**src/rtl/mbt_pkg.sv**
```systemverilog
package mbt_pkg;

  localparam logic [3:0] CMD_MEM_RD = 4'b0110;
  localparam logic [3:0] CMD_MEM_WR = 4'b0111;

  typedef enum logic [2:0] {
    ST_IDLE,
    ST_DECODE,
    ST_DATA,
    ST_STOPW,
    ST_TURN,
    ST_SKIP
  } tgt_state_t;

endpackage

```
**src/rtl/mbt_decode.sv**
```systemverilog
module mbt_decode #(
  parameter logic [31:0] BASE_ADDR = 32'h4000_0000,
  parameter int          IDX_W     = 6
) (
  input  logic             clk,
  input  logic             rst_n,
  input  logic             addr_phase,
  input  logic [31:0]      ad_in,
  input  logic [3:0]       cbe_n,
  output logic             hit_q,
  output logic             wr_q,
  output logic [IDX_W-1:0] idx_q
);
  import mbt_pkg::*;

  localparam int WIN_LSB = IDX_W + 2;

  logic             win_match;
  logic             cmd_rd;
  logic             cmd_wr;
  logic             hit_d;
  logic [IDX_W-1:0] idx_d;
  logic             unused_low_bits;

  always_comb begin
    win_match = (ad_in[31:WIN_LSB] == BASE_ADDR[31:WIN_LSB]);
    cmd_rd    = (cbe_n == CMD_MEM_RD);
    cmd_wr    = (cbe_n == CMD_MEM_WR);
    hit_d     = win_match && (cmd_rd || cmd_wr);
    idx_d     = ad_in[WIN_LSB-1:2];
  end

  assign unused_low_bits = ^ad_in[1:0];

  // Capture only on the address cycle
  always_ff @(posedge clk or negedge rst_n) begin
    if (!rst_n) begin
      hit_q <= 1'b0;
      wr_q  <= 1'b0;
      idx_q <= '0;
    end else if (addr_phase) begin
      hit_q <= hit_d;
      wr_q  <= cmd_wr;
      idx_q <= idx_d;
    end
  end

endmodule

```
**src/rtl/mbt_regfile.sv**
```systemverilog
module mbt_regfile #(
  parameter int DEPTH  = 64,
  parameter int DATA_W = 32,
  parameter int IDX_W  = $clog2(DEPTH)
) (
  input  logic                clk,
  input  logic                rst_n,
  input  logic                we,
  input  logic [IDX_W-1:0]    widx,
  input  logic [DATA_W-1:0]   wdata,
  input  logic [DATA_W/8-1:0] wbe,
  input  logic [IDX_W-1:0]    ridx,
  output logic [DATA_W-1:0]   rdata
);
  localparam int NBYTES = DATA_W / 8;

  logic [DEPTH-1:0][DATA_W-1:0] words;

  for (genvar e = 0; e < DEPTH; e++) begin : g_word
    logic [DATA_W-1:0] word_q;
    logic              sel;

    assign sel = we && (widx == IDX_W'(e));

    always_ff @(posedge clk or negedge rst_n) begin
      if (!rst_n) begin
        word_q <= '0;
      end else if (sel) begin
        for (int b = 0; b < NBYTES; b++) begin
          if (wbe[b]) word_q[b*8 +: 8] <= wdata[b*8 +: 8];
        end
      end
    end

    assign words[e] = word_q;
  end

  assign rdata = words[ridx];

endmodule

```
**src/rtl/mbt_parity.sv**
```systemverilog
module mbt_parity #(
  parameter int DATA_W = 32
) (
  input  logic                clk,
  input  logic                rst_n,
  input  logic [DATA_W-1:0]   ad_in,
  input  logic [DATA_W/8-1:0] cbe_n,
  input  logic                par_in,
  input  logic                wr_done,
  input  logic [DATA_W-1:0]   ad_out,
  input  logic                ad_oe,
  output logic                perr_n,
  output logic                par_out,
  output logic                par_oe
);
  logic [DATA_W-1:0]   ad_q;
  logic [DATA_W/8-1:0] cbe_q;
  logic                chk_pend_q;
  logic                bad_d;
  logic                perr_n_d;
  logic                par_d;

  always_comb begin
    bad_d    = ^{ad_q, cbe_q, par_in};
    perr_n_d = !(chk_pend_q && bad_d);
    par_d    = ^{ad_out, cbe_n};
  end

  // Bus word captured every clock; only a completed write arms the check
  always_ff @(posedge clk or negedge rst_n) begin
    if (!rst_n) begin
      ad_q       <= '0;
      cbe_q      <= '0;
      chk_pend_q <= 1'b0;
      perr_n     <= 1'b1;
      par_out    <= 1'b0;
      par_oe     <= 1'b0;
    end else begin
      ad_q       <= ad_in;
      cbe_q      <= cbe_n;
      chk_pend_q <= wr_done;
      perr_n     <= perr_n_d;
      par_out    <= par_d;
      par_oe     <= ad_oe;
    end
  end

endmodule

```
**src/rtl/mbt_ctrl.sv**
```systemverilog
module mbt_ctrl #(
  parameter int IDX_W    = 6,
  parameter bit BURST_EN = 1'b1
) (
  input  logic             clk,
  input  logic             rst_n,
  input  logic             frame_n,
  input  logic             irdy_n,
  input  logic             hit,
  input  logic             is_wr,
  input  logic [IDX_W-1:0] idx_start,
  output logic             addr_phase,
  output logic             xfer,
  output logic             xfer_wr,
  output logic [IDX_W-1:0] idx_q,
  output logic             devsel_n,
  output logic             trdy_n,
  output logic             stop_n,
  output logic             ctl_oe,
  output logic             ad_oe
);
  import mbt_pkg::*;

  localparam logic [IDX_W-1:0] LAST_IDX = '1;

  tgt_state_t       state_q;
  tgt_state_t       state_d;
  logic             frame_q;
  logic [IDX_W-1:0] idx_d;
  logic             at_stop;
  logic             devsel_n_d;
  logic             trdy_n_d;
  logic             stop_n_d;
  logic             ctl_oe_d;
  logic             ad_oe_d;

  assign addr_phase = (state_q == ST_IDLE) && !frame_n && frame_q;
  assign xfer       = !trdy_n && !irdy_n;
  assign xfer_wr    = xfer && is_wr;

  always_comb begin
    state_d = state_q;
    idx_d   = idx_q;
    unique case (state_q)
      ST_IDLE:   if (addr_phase) state_d = ST_DECODE;
      ST_DECODE: begin
        state_d = hit ? ST_DATA : ST_SKIP;
        idx_d   = idx_start;
      end
      ST_DATA: begin
        if (xfer) begin
          if (frame_n)      state_d = ST_TURN;
          else if (!stop_n) state_d = ST_STOPW;
          else begin
            state_d = ST_DATA;
            idx_d   = idx_q + 1'b1;
          end
        end
      end
      ST_STOPW:  if (frame_n) state_d = ST_TURN;
      ST_TURN:   state_d = ST_IDLE;
      ST_SKIP:   if (frame_n && irdy_n) state_d = ST_IDLE;
      default:   state_d = ST_IDLE;
    endcase
  end

  if (BURST_EN) begin : g_burst
    assign at_stop = (idx_d == LAST_IDX);
  end else begin : g_single
    logic unused_idx;
    assign unused_idx = ^idx_d;
    assign at_stop    = 1'b1;
  end

  always_comb begin
    devsel_n_d = !((state_d == ST_DATA) || (state_d == ST_STOPW));
    trdy_n_d   = (state_d != ST_DATA);
    stop_n_d   = !(((state_d == ST_DATA) && at_stop) || (state_d == ST_STOPW));
    ctl_oe_d   = (state_d == ST_DATA) || (state_d == ST_STOPW) || (state_d == ST_TURN);
    ad_oe_d    = (state_d == ST_DATA) && !is_wr;
  end

  always_ff @(posedge clk or negedge rst_n) begin
    if (!rst_n) begin
      state_q  <= ST_IDLE;
      frame_q  <= 1'b1;
      idx_q    <= '0;
      devsel_n <= 1'b1;
      trdy_n   <= 1'b1;
      stop_n   <= 1'b1;
      ctl_oe   <= 1'b0;
      ad_oe    <= 1'b0;
    end else begin
      state_q  <= state_d;
      frame_q  <= frame_n;
      idx_q    <= idx_d;
      devsel_n <= devsel_n_d;
      trdy_n   <= trdy_n_d;
      stop_n   <= stop_n_d;
      ctl_oe   <= ctl_oe_d;
      ad_oe    <= ad_oe_d;
    end
  end

endmodule

```
**src/rtl/mbus_target.sv**
```systemverilog
module mbus_target #(
  parameter logic [31:0] BASE_ADDR = 32'h4000_0000,
  parameter int          NUM_WORDS = 64,
  parameter int          DATA_W    = 32,
  parameter bit          BURST_EN  = 1'b1
) (
  input  logic                clk,
  input  logic                rst_n,
  input  logic                frame_n,
  input  logic                irdy_n,
  input  logic [DATA_W-1:0]   ad_in,
  input  logic [DATA_W/8-1:0] cbe_n,
  input  logic                par_in,
  output logic [DATA_W-1:0]   ad_out,
  output logic                ad_oe,
  output logic                par_out,
  output logic                par_oe,
  output logic                devsel_n,
  output logic                trdy_n,
  output logic                stop_n,
  output logic                ctl_oe,
  output logic                perr_n
);
  localparam int IDX_W = $clog2(NUM_WORDS);

  logic [1:0]       rst_sync_q;
  logic             rst_s_n;
  logic             addr_phase;
  logic             hit;
  logic             is_wr;
  logic [IDX_W-1:0] idx_start;
  logic [IDX_W-1:0] idx_q;
  logic             xfer;
  logic             xfer_wr;
  logic             unused_xfer;

  // Reset asserts at once, releases on the clock
  always_ff @(posedge clk or negedge rst_n) begin
    if (!rst_n) rst_sync_q <= 2'b00;
    else        rst_sync_q <= {rst_sync_q[0], 1'b1};
  end
  assign rst_s_n     = rst_sync_q[1];
  assign unused_xfer = xfer;

  mbt_decode #(
    .BASE_ADDR(BASE_ADDR),
    .IDX_W    (IDX_W)
  ) u_decode (
    .clk       (clk),
    .rst_n     (rst_s_n),
    .addr_phase(addr_phase),
    .ad_in     (ad_in),
    .cbe_n     (cbe_n),
    .hit_q     (hit),
    .wr_q      (is_wr),
    .idx_q     (idx_start)
  );

  mbt_ctrl #(
    .IDX_W   (IDX_W),
    .BURST_EN(BURST_EN)
  ) u_ctrl (
    .clk       (clk),
    .rst_n     (rst_s_n),
    .frame_n   (frame_n),
    .irdy_n    (irdy_n),
    .hit       (hit),
    .is_wr     (is_wr),
    .idx_start (idx_start),
    .addr_phase(addr_phase),
    .xfer      (xfer),
    .xfer_wr   (xfer_wr),
    .idx_q     (idx_q),
    .devsel_n  (devsel_n),
    .trdy_n    (trdy_n),
    .stop_n    (stop_n),
    .ctl_oe    (ctl_oe),
    .ad_oe     (ad_oe)
  );

  mbt_regfile #(
    .DEPTH (NUM_WORDS),
    .DATA_W(DATA_W),
    .IDX_W (IDX_W)
  ) u_regs (
    .clk  (clk),
    .rst_n(rst_s_n),
    .we   (xfer_wr),
    .widx (idx_q),
    .wdata(ad_in),
    .wbe  (~cbe_n),
    .ridx (idx_q),
    .rdata(ad_out)
  );

  mbt_parity #(
    .DATA_W(DATA_W)
  ) u_parity (
    .clk    (clk),
    .rst_n  (rst_s_n),
    .ad_in  (ad_in),
    .cbe_n  (cbe_n),
    .par_in (par_in),
    .wr_done(xfer_wr),
    .ad_out (ad_out),
    .ad_oe  (ad_oe),
    .perr_n (perr_n),
    .par_out(par_out),
    .par_oe (par_oe)
  );

endmodule

```
**config.mk**
```make
export PLATFORM = sky130hd
export DESIGN_NAME = mbus_target
export DESIGN_NICKNAME = d
export VERILOG_FILES = /design/src/rtl/mbt_pkg.sv /design/src/rtl/mbt_decode.sv /design/src/rtl/mbt_regfile.sv /design/src/rtl/mbt_parity.sv /design/src/rtl/mbt_ctrl.sv /design/src/rtl/mbus_target.sv
export SDC_FILE = /design/constraint.sdc
export NUM_CORES = 2
export LEC_CHECK = 0
export BUFFER_PORTS_ARGS = -buffer_cell sky130_fd_sc_hd__buf_4
export CORE_UTILIZATION = 35
export CTS_CLUSTER_SIZE = 8
export DETAILED_ROUTE_END_ITERATION = 7
export PLACE_DENSITY_LB_ADDON = 0.25
export SETUP_SLACK_MARGIN = 0.05
export SYNTH_ARGS = -nofsm -noshare
export SYNTH_HDL_FRONTEND = slang
export SYNTH_SLANG_ARGS = --single-unit
```
**constraint.sdc**
```tcl
create_clock -name clk -period 110.8 [get_ports clk]
set_clock_uncertainty 0.05 [all_clocks]
set_input_delay 11.08 -clock clk [delete_from_list [all_inputs] [get_ports clk]]
set_output_delay 11.08 -clock clk [all_outputs]
set_load 0.01 [all_outputs]
```
==> metrics.log <==
[metrics] relative slew slack: 9.753%
[metrics] launching point of the worst reg2reg path: u_ctrl.idx_q[0]
[metrics] clk buf depth: 4
[metrics] remaining global-route overflow: 0
[metrics] part of the Yosys area used for sequential elements: between 50% and 60%
[metrics] Worst Setup End Kind: output port
[metrics] number of warnings reported in the yosys synthesis log: 0
[metrics] worst slack at placement: 94.21 ns
[metrics] utilization after layout: 39.79%
[metrics] Final Hold Violating Endpoints: 0
[metrics] leakage power: around 50 nW
[metrics] number of optimization iterations in the first detailed-route pass: 8
[metrics] TritonCTS clock tree: done
[metrics] routed via count divided by cell count: around 5.6
[metrics] vias in the first global route: 57073
[metrics] global-route wire length before repair: 410900 um
[metrics] reg2reg end: u_parity.par_out
[metrics] filler-free cell count of the finished design: 9630
[metrics] core area: 0.2712 sq mm
[metrics] placer's final routability congestion estimate: 0.8005
[metrics] run status: finished, final reports clean
[metrics] Post-CTS Hold Buffers: 0
[metrics] number of cells upsized or downsized after cts: 0
[metrics] setup slack after layout: 93.51 ns
[metrics] data arrival time of the worst path: approximately 6.2 ns
[metrics] max-slew violation count: 0
[metrics] list of cells traversed by the critical path: buf_4 -> buf_4 -> buf_4 -> mux4_2 -> mux4_2 -> a22oi_1 -> nand2_1 -> buf_4
[metrics] Max H-tree Level: 5
[metrics] Comb power frac: 14.8%
[metrics] Row Count: 191
[metrics] dominant cells by area after synthesis: sky130_fd_sc_hd__dfrtp_1 55%, sky130_fd_sc_hd__mux2_2 24%, sky130_fd_sc_hd__mux4_2 14%
[metrics] highest fanout seen on the critical path: 47
[metrics] Yosys top cell area share: 55.20%
[metrics] insertion delay to the later sink of the worst-skew pair: 0.94 ns
[metrics] internal cell power: 0.001381 W
[metrics] storage element area: about 0.053 sq mm
[metrics] pin count of the biggest net entering global routing: 168
[metrics] clk root buf: sky130_fd_sc_hd__clkbuf_16
[metrics] count of endpoints failing setup in the final report: 0
[metrics] FF+latch count, synth: 2113
[metrics] Main synth FF type: sky130_fd_sc_hd__dfrtp_1
[metrics] mean cell area of the mapped netlist: 15.95 sq um
[metrics] number of filler cells placed in the layout: 24601
[metrics] sum of net half-perimeters after detailed placement: 167800 um
[metrics] starting density of the core: a little over a third
[metrics] cell count after placement: 9266
[metrics] Net Switching: 0.0005388 W
[metrics] worst IR drop on VDD: 0.00001801 V
[metrics] share of synthesized flip-flops with an asynchronous set or reset: 100.0%
[metrics] buffers added on ports: 80
[metrics] Achievable Freq: 0.05782 GHz
[metrics] path class of the lowest-slack min-delay path: reg2reg
[metrics] cell accounting for the most synthesized area: sky130_fd_sc_hd__dfrtp_1
[metrics] worst hold start: rst_sync_q[0]
[metrics] startpoint class of the critical path: flop
[metrics] clock-pin slew of the registers on the worst-case setup and hold paths: about 0.050 ns
[metrics] # IOs: just over 80
[metrics] CP required: around 100 ns
[metrics] antenna viol nets, final: 0
[metrics] combined area of all synthesized cells: 0.09556 sq mm
[metrics] number of instances in the synthesized netlist: 5990
[metrics] die height: 524.5 um
[metrics] count of flip-flops with a built-in enable after synthesis: 0
[metrics] count of unique library cells instantiated by Yosys: 40
[metrics] switching part of the total power: 28.06%
[metrics] width of the chip: 524.5 um
[metrics] actual slew at the worst max-slew pin: 1.349 ns
[metrics] Die Outline Area: 0.2751 sq mm
[metrics] total number of clock tree sinks: between 2000 and 2500
[metrics] Clock Power Share: 43.9%
[metrics] WL/cell: 28.67 um
[metrics] combined global-route utilization of all metal layers: 20.13%
[metrics] proportion of power drawn by flip-flops and latches: around 41%
[metrics] fin nets: slightly above 6000
[metrics] remaining routing DRC violations: 0
[metrics] cell occurring most often along the worst timing path: sky130_fd_sc_hd__buf_4
[metrics] category of the most critical setup path: reg2out
[metrics] PwrDens: between 15 and 20 mW/mm^2
[metrics] number of antenna violations at the first check in global routing: 20
[metrics] Slowest cell on crit path: sky130_fd_sc_hd__dfrtp_4
[metrics] Num CTS Buffers: 315
[metrics] number of stages on the worst hold path: 0
[metrics] portion of the clock cycle consumed by the worst path in the final layout: 15.61%
[metrics] overall via count from detail_route: 54011
[metrics] synth-to-layout area growth: 12.95%
[metrics] combined area of the multi-input logic cells: 0.04050 sq mm
[metrics] Fin Hold WS: 0.2969 ns
[metrics] biggest cell delay along the critical path: between 1 and 1.5 ns
[metrics] max-cap violation count: 0
[metrics] Iter 0 DRT Violations: 4314
[metrics] number of cells traversed by the worst register-to-register path: 11
[metrics] buffer count from post-CTS setup fixing: 0
[metrics] minimum clock period: between 15 and 20 ns
[metrics] setup TNS after final layout: 0 ns
[metrics] RSZ-0062 raised after global routing: false
[metrics] share of cells above drive strength 1: 53.03%
[metrics] endpoint with the worst hold slack: rst_sync_q[1]
[metrics] Net Count, Synth: 6038
[metrics] reg-to-reg setup timing slack: 103.55 ns
[metrics] Post-Route WL: 276100 um
==> critical path, delay by kind of cell (launching register included) <==
kind / cells / cell delay [ns]
compound gates: 1 / 0.35
buf+inv: 4 / 2.38
flops: 1 / 1.10
mux: 2 / 1.10
simple gates: 1 / 0.21
==> area by class of cell <==
type	instances	share of cell area, %
sequential	2113	49.01
multi-input combinational	3357	37.52
clock buffer	345	7.604
tap	3570	4.138
timing repair buffer	220	1.611
clock inverter	5	0.06028
antenna	14	0.03246
inverter	6	0.02087
==> state kept, by name (all words and copies together) (netlist names), 2 cells and up <==
name / cells
u_regs.g_word.word_q: 2048
u_parity.ad_q: 32
u_ctrl.idx_q: 6
u_decode.idx_q: 6
u_parity.cbe_q: 4
u_ctrl.state_q: 3
rst_sync_q: 2
==> synth_stat cells, drive strengths merged (2+ instances only) <==
cell type,n
dfrtp,2108
mux2,2049
mux4,580
clkbuf,415
nor2,158
a22oi,153
buf,99
a21oi,65
or3,64
nand2,60
nor3,53
xnor2,48
nand3,45
or4,16
xor2,12
ha,7
nor2b,7
inv,6
o21ai,6
dfstp,5
nand2b,5
xnor3,5
nor4,4
nand4,3
a221o,2
and2,2
and3,2
nor4b,2
or2,2
==> cell usage in the layout (no fill, tap or decap), types with 6 or more instances in the layout <==
cell type and n:
sky130_fd_sc_hd__a21oi_1 65, sky130_fd_sc_hd__a22oi_1 153, sky130_fd_sc_hd__buf_12 7, sky130_fd_sc_hd__buf_4 213
sky130_fd_sc_hd__clkbuf_1 20, sky130_fd_sc_hd__clkbuf_16 325, sky130_fd_sc_hd__dfrtp_1 2103, sky130_fd_sc_hd__diode_2 14
sky130_fd_sc_hd__ha_1 7, sky130_fd_sc_hd__inv_1 6, sky130_fd_sc_hd__mux2_2 2049, sky130_fd_sc_hd__mux4_2 580
sky130_fd_sc_hd__nand2_1 54, sky130_fd_sc_hd__nand2_2 6, sky130_fd_sc_hd__nand3_1 44, sky130_fd_sc_hd__nor2_1 157
sky130_fd_sc_hd__nor3_1 53, sky130_fd_sc_hd__o21ai_0 6, sky130_fd_sc_hd__or3_1 64, sky130_fd_sc_hd__or4_1 16
sky130_fd_sc_hd__xnor2_1 47, sky130_fd_sc_hd__xor2_1 12
==> layer usage <==
| layer | up-vias | wire length, um | global-route usage, % |
|---|---|---|---|
| met5 | - | 30 | 0 |
| met4 | 6 | 8014 | 6.225 |
| met3 | 452 | 15690 | 3.911 |
| met2 | 1390 | 126600 | 30.58 |
| met1 | 29827 | 125700 | 28.98 |
| li1 | 22336 | - | - |
==> through the flow <==
| stage | cell area (sq um) | power, W |
|---|---|---|
| CTS | 107900 | 0.001947 |
| global placement | 99630 | 0.001096 |
| finish | 107900 | 0.001920 |
| detailed placement | 99630 | 0.001096 |
| global route | 107900 | 0.001990 |
| floorplan | 95560 | 0.001003 |
==> worst max path at each step <==
| stage | startpoint | endpoint | slack, ns |
|---|---|---|---|
| 6_report | u_ctrl.idx_q[0] | ad_out[9] | 93.51 |
| 5_1_grt | u_ctrl.idx_q[0] | ad_out[9] | 93.03 |
| 4_1_cts | u_ctrl.idx_q[0] | ad_out[9] | 93.23 |
| 3_5_place_dp | u_ctrl.idx_q[0] | ad_out[9] | 94.21 |
| 3_3_place_gp | u_ctrl.idx_q[0] | ad_out[9] | 94.19 |
| 2_1_floorplan | rst_sync_q[1] | u_ctrl.ad_oe | 47.50 |
==> power groups by stage <==
stage                     registers [W]  clock network (W)  logic (W)
after floorplan                0.000805                  0   0.000198
after global placement         0.000807                  0   0.000289
after detailed placement       0.000807                  0   0.000289
after CTS                      0.000794           0.000863   0.000289
after global routing           0.000795           0.000894   0.000301
final                          0.000794           0.000842   0.000284
==> cell families (layout without fill, tap and decap cells) <==
logic type,after synthesis,after routing,share of synthesized area (%)
other,1,15,0.003924
adders and majority gates,7,7,0.09165
AOI/OAI and AO/OA,230,230,1.625
buffers and inverters,520,576,2.340
muxes,2629,2629,37.81
and+or+nand+nor,425,425,2.112
DFF,2113,2113,55.34
xor gates and xnor gates,65,65,0.6756
(Power assumes the default switching activity.)
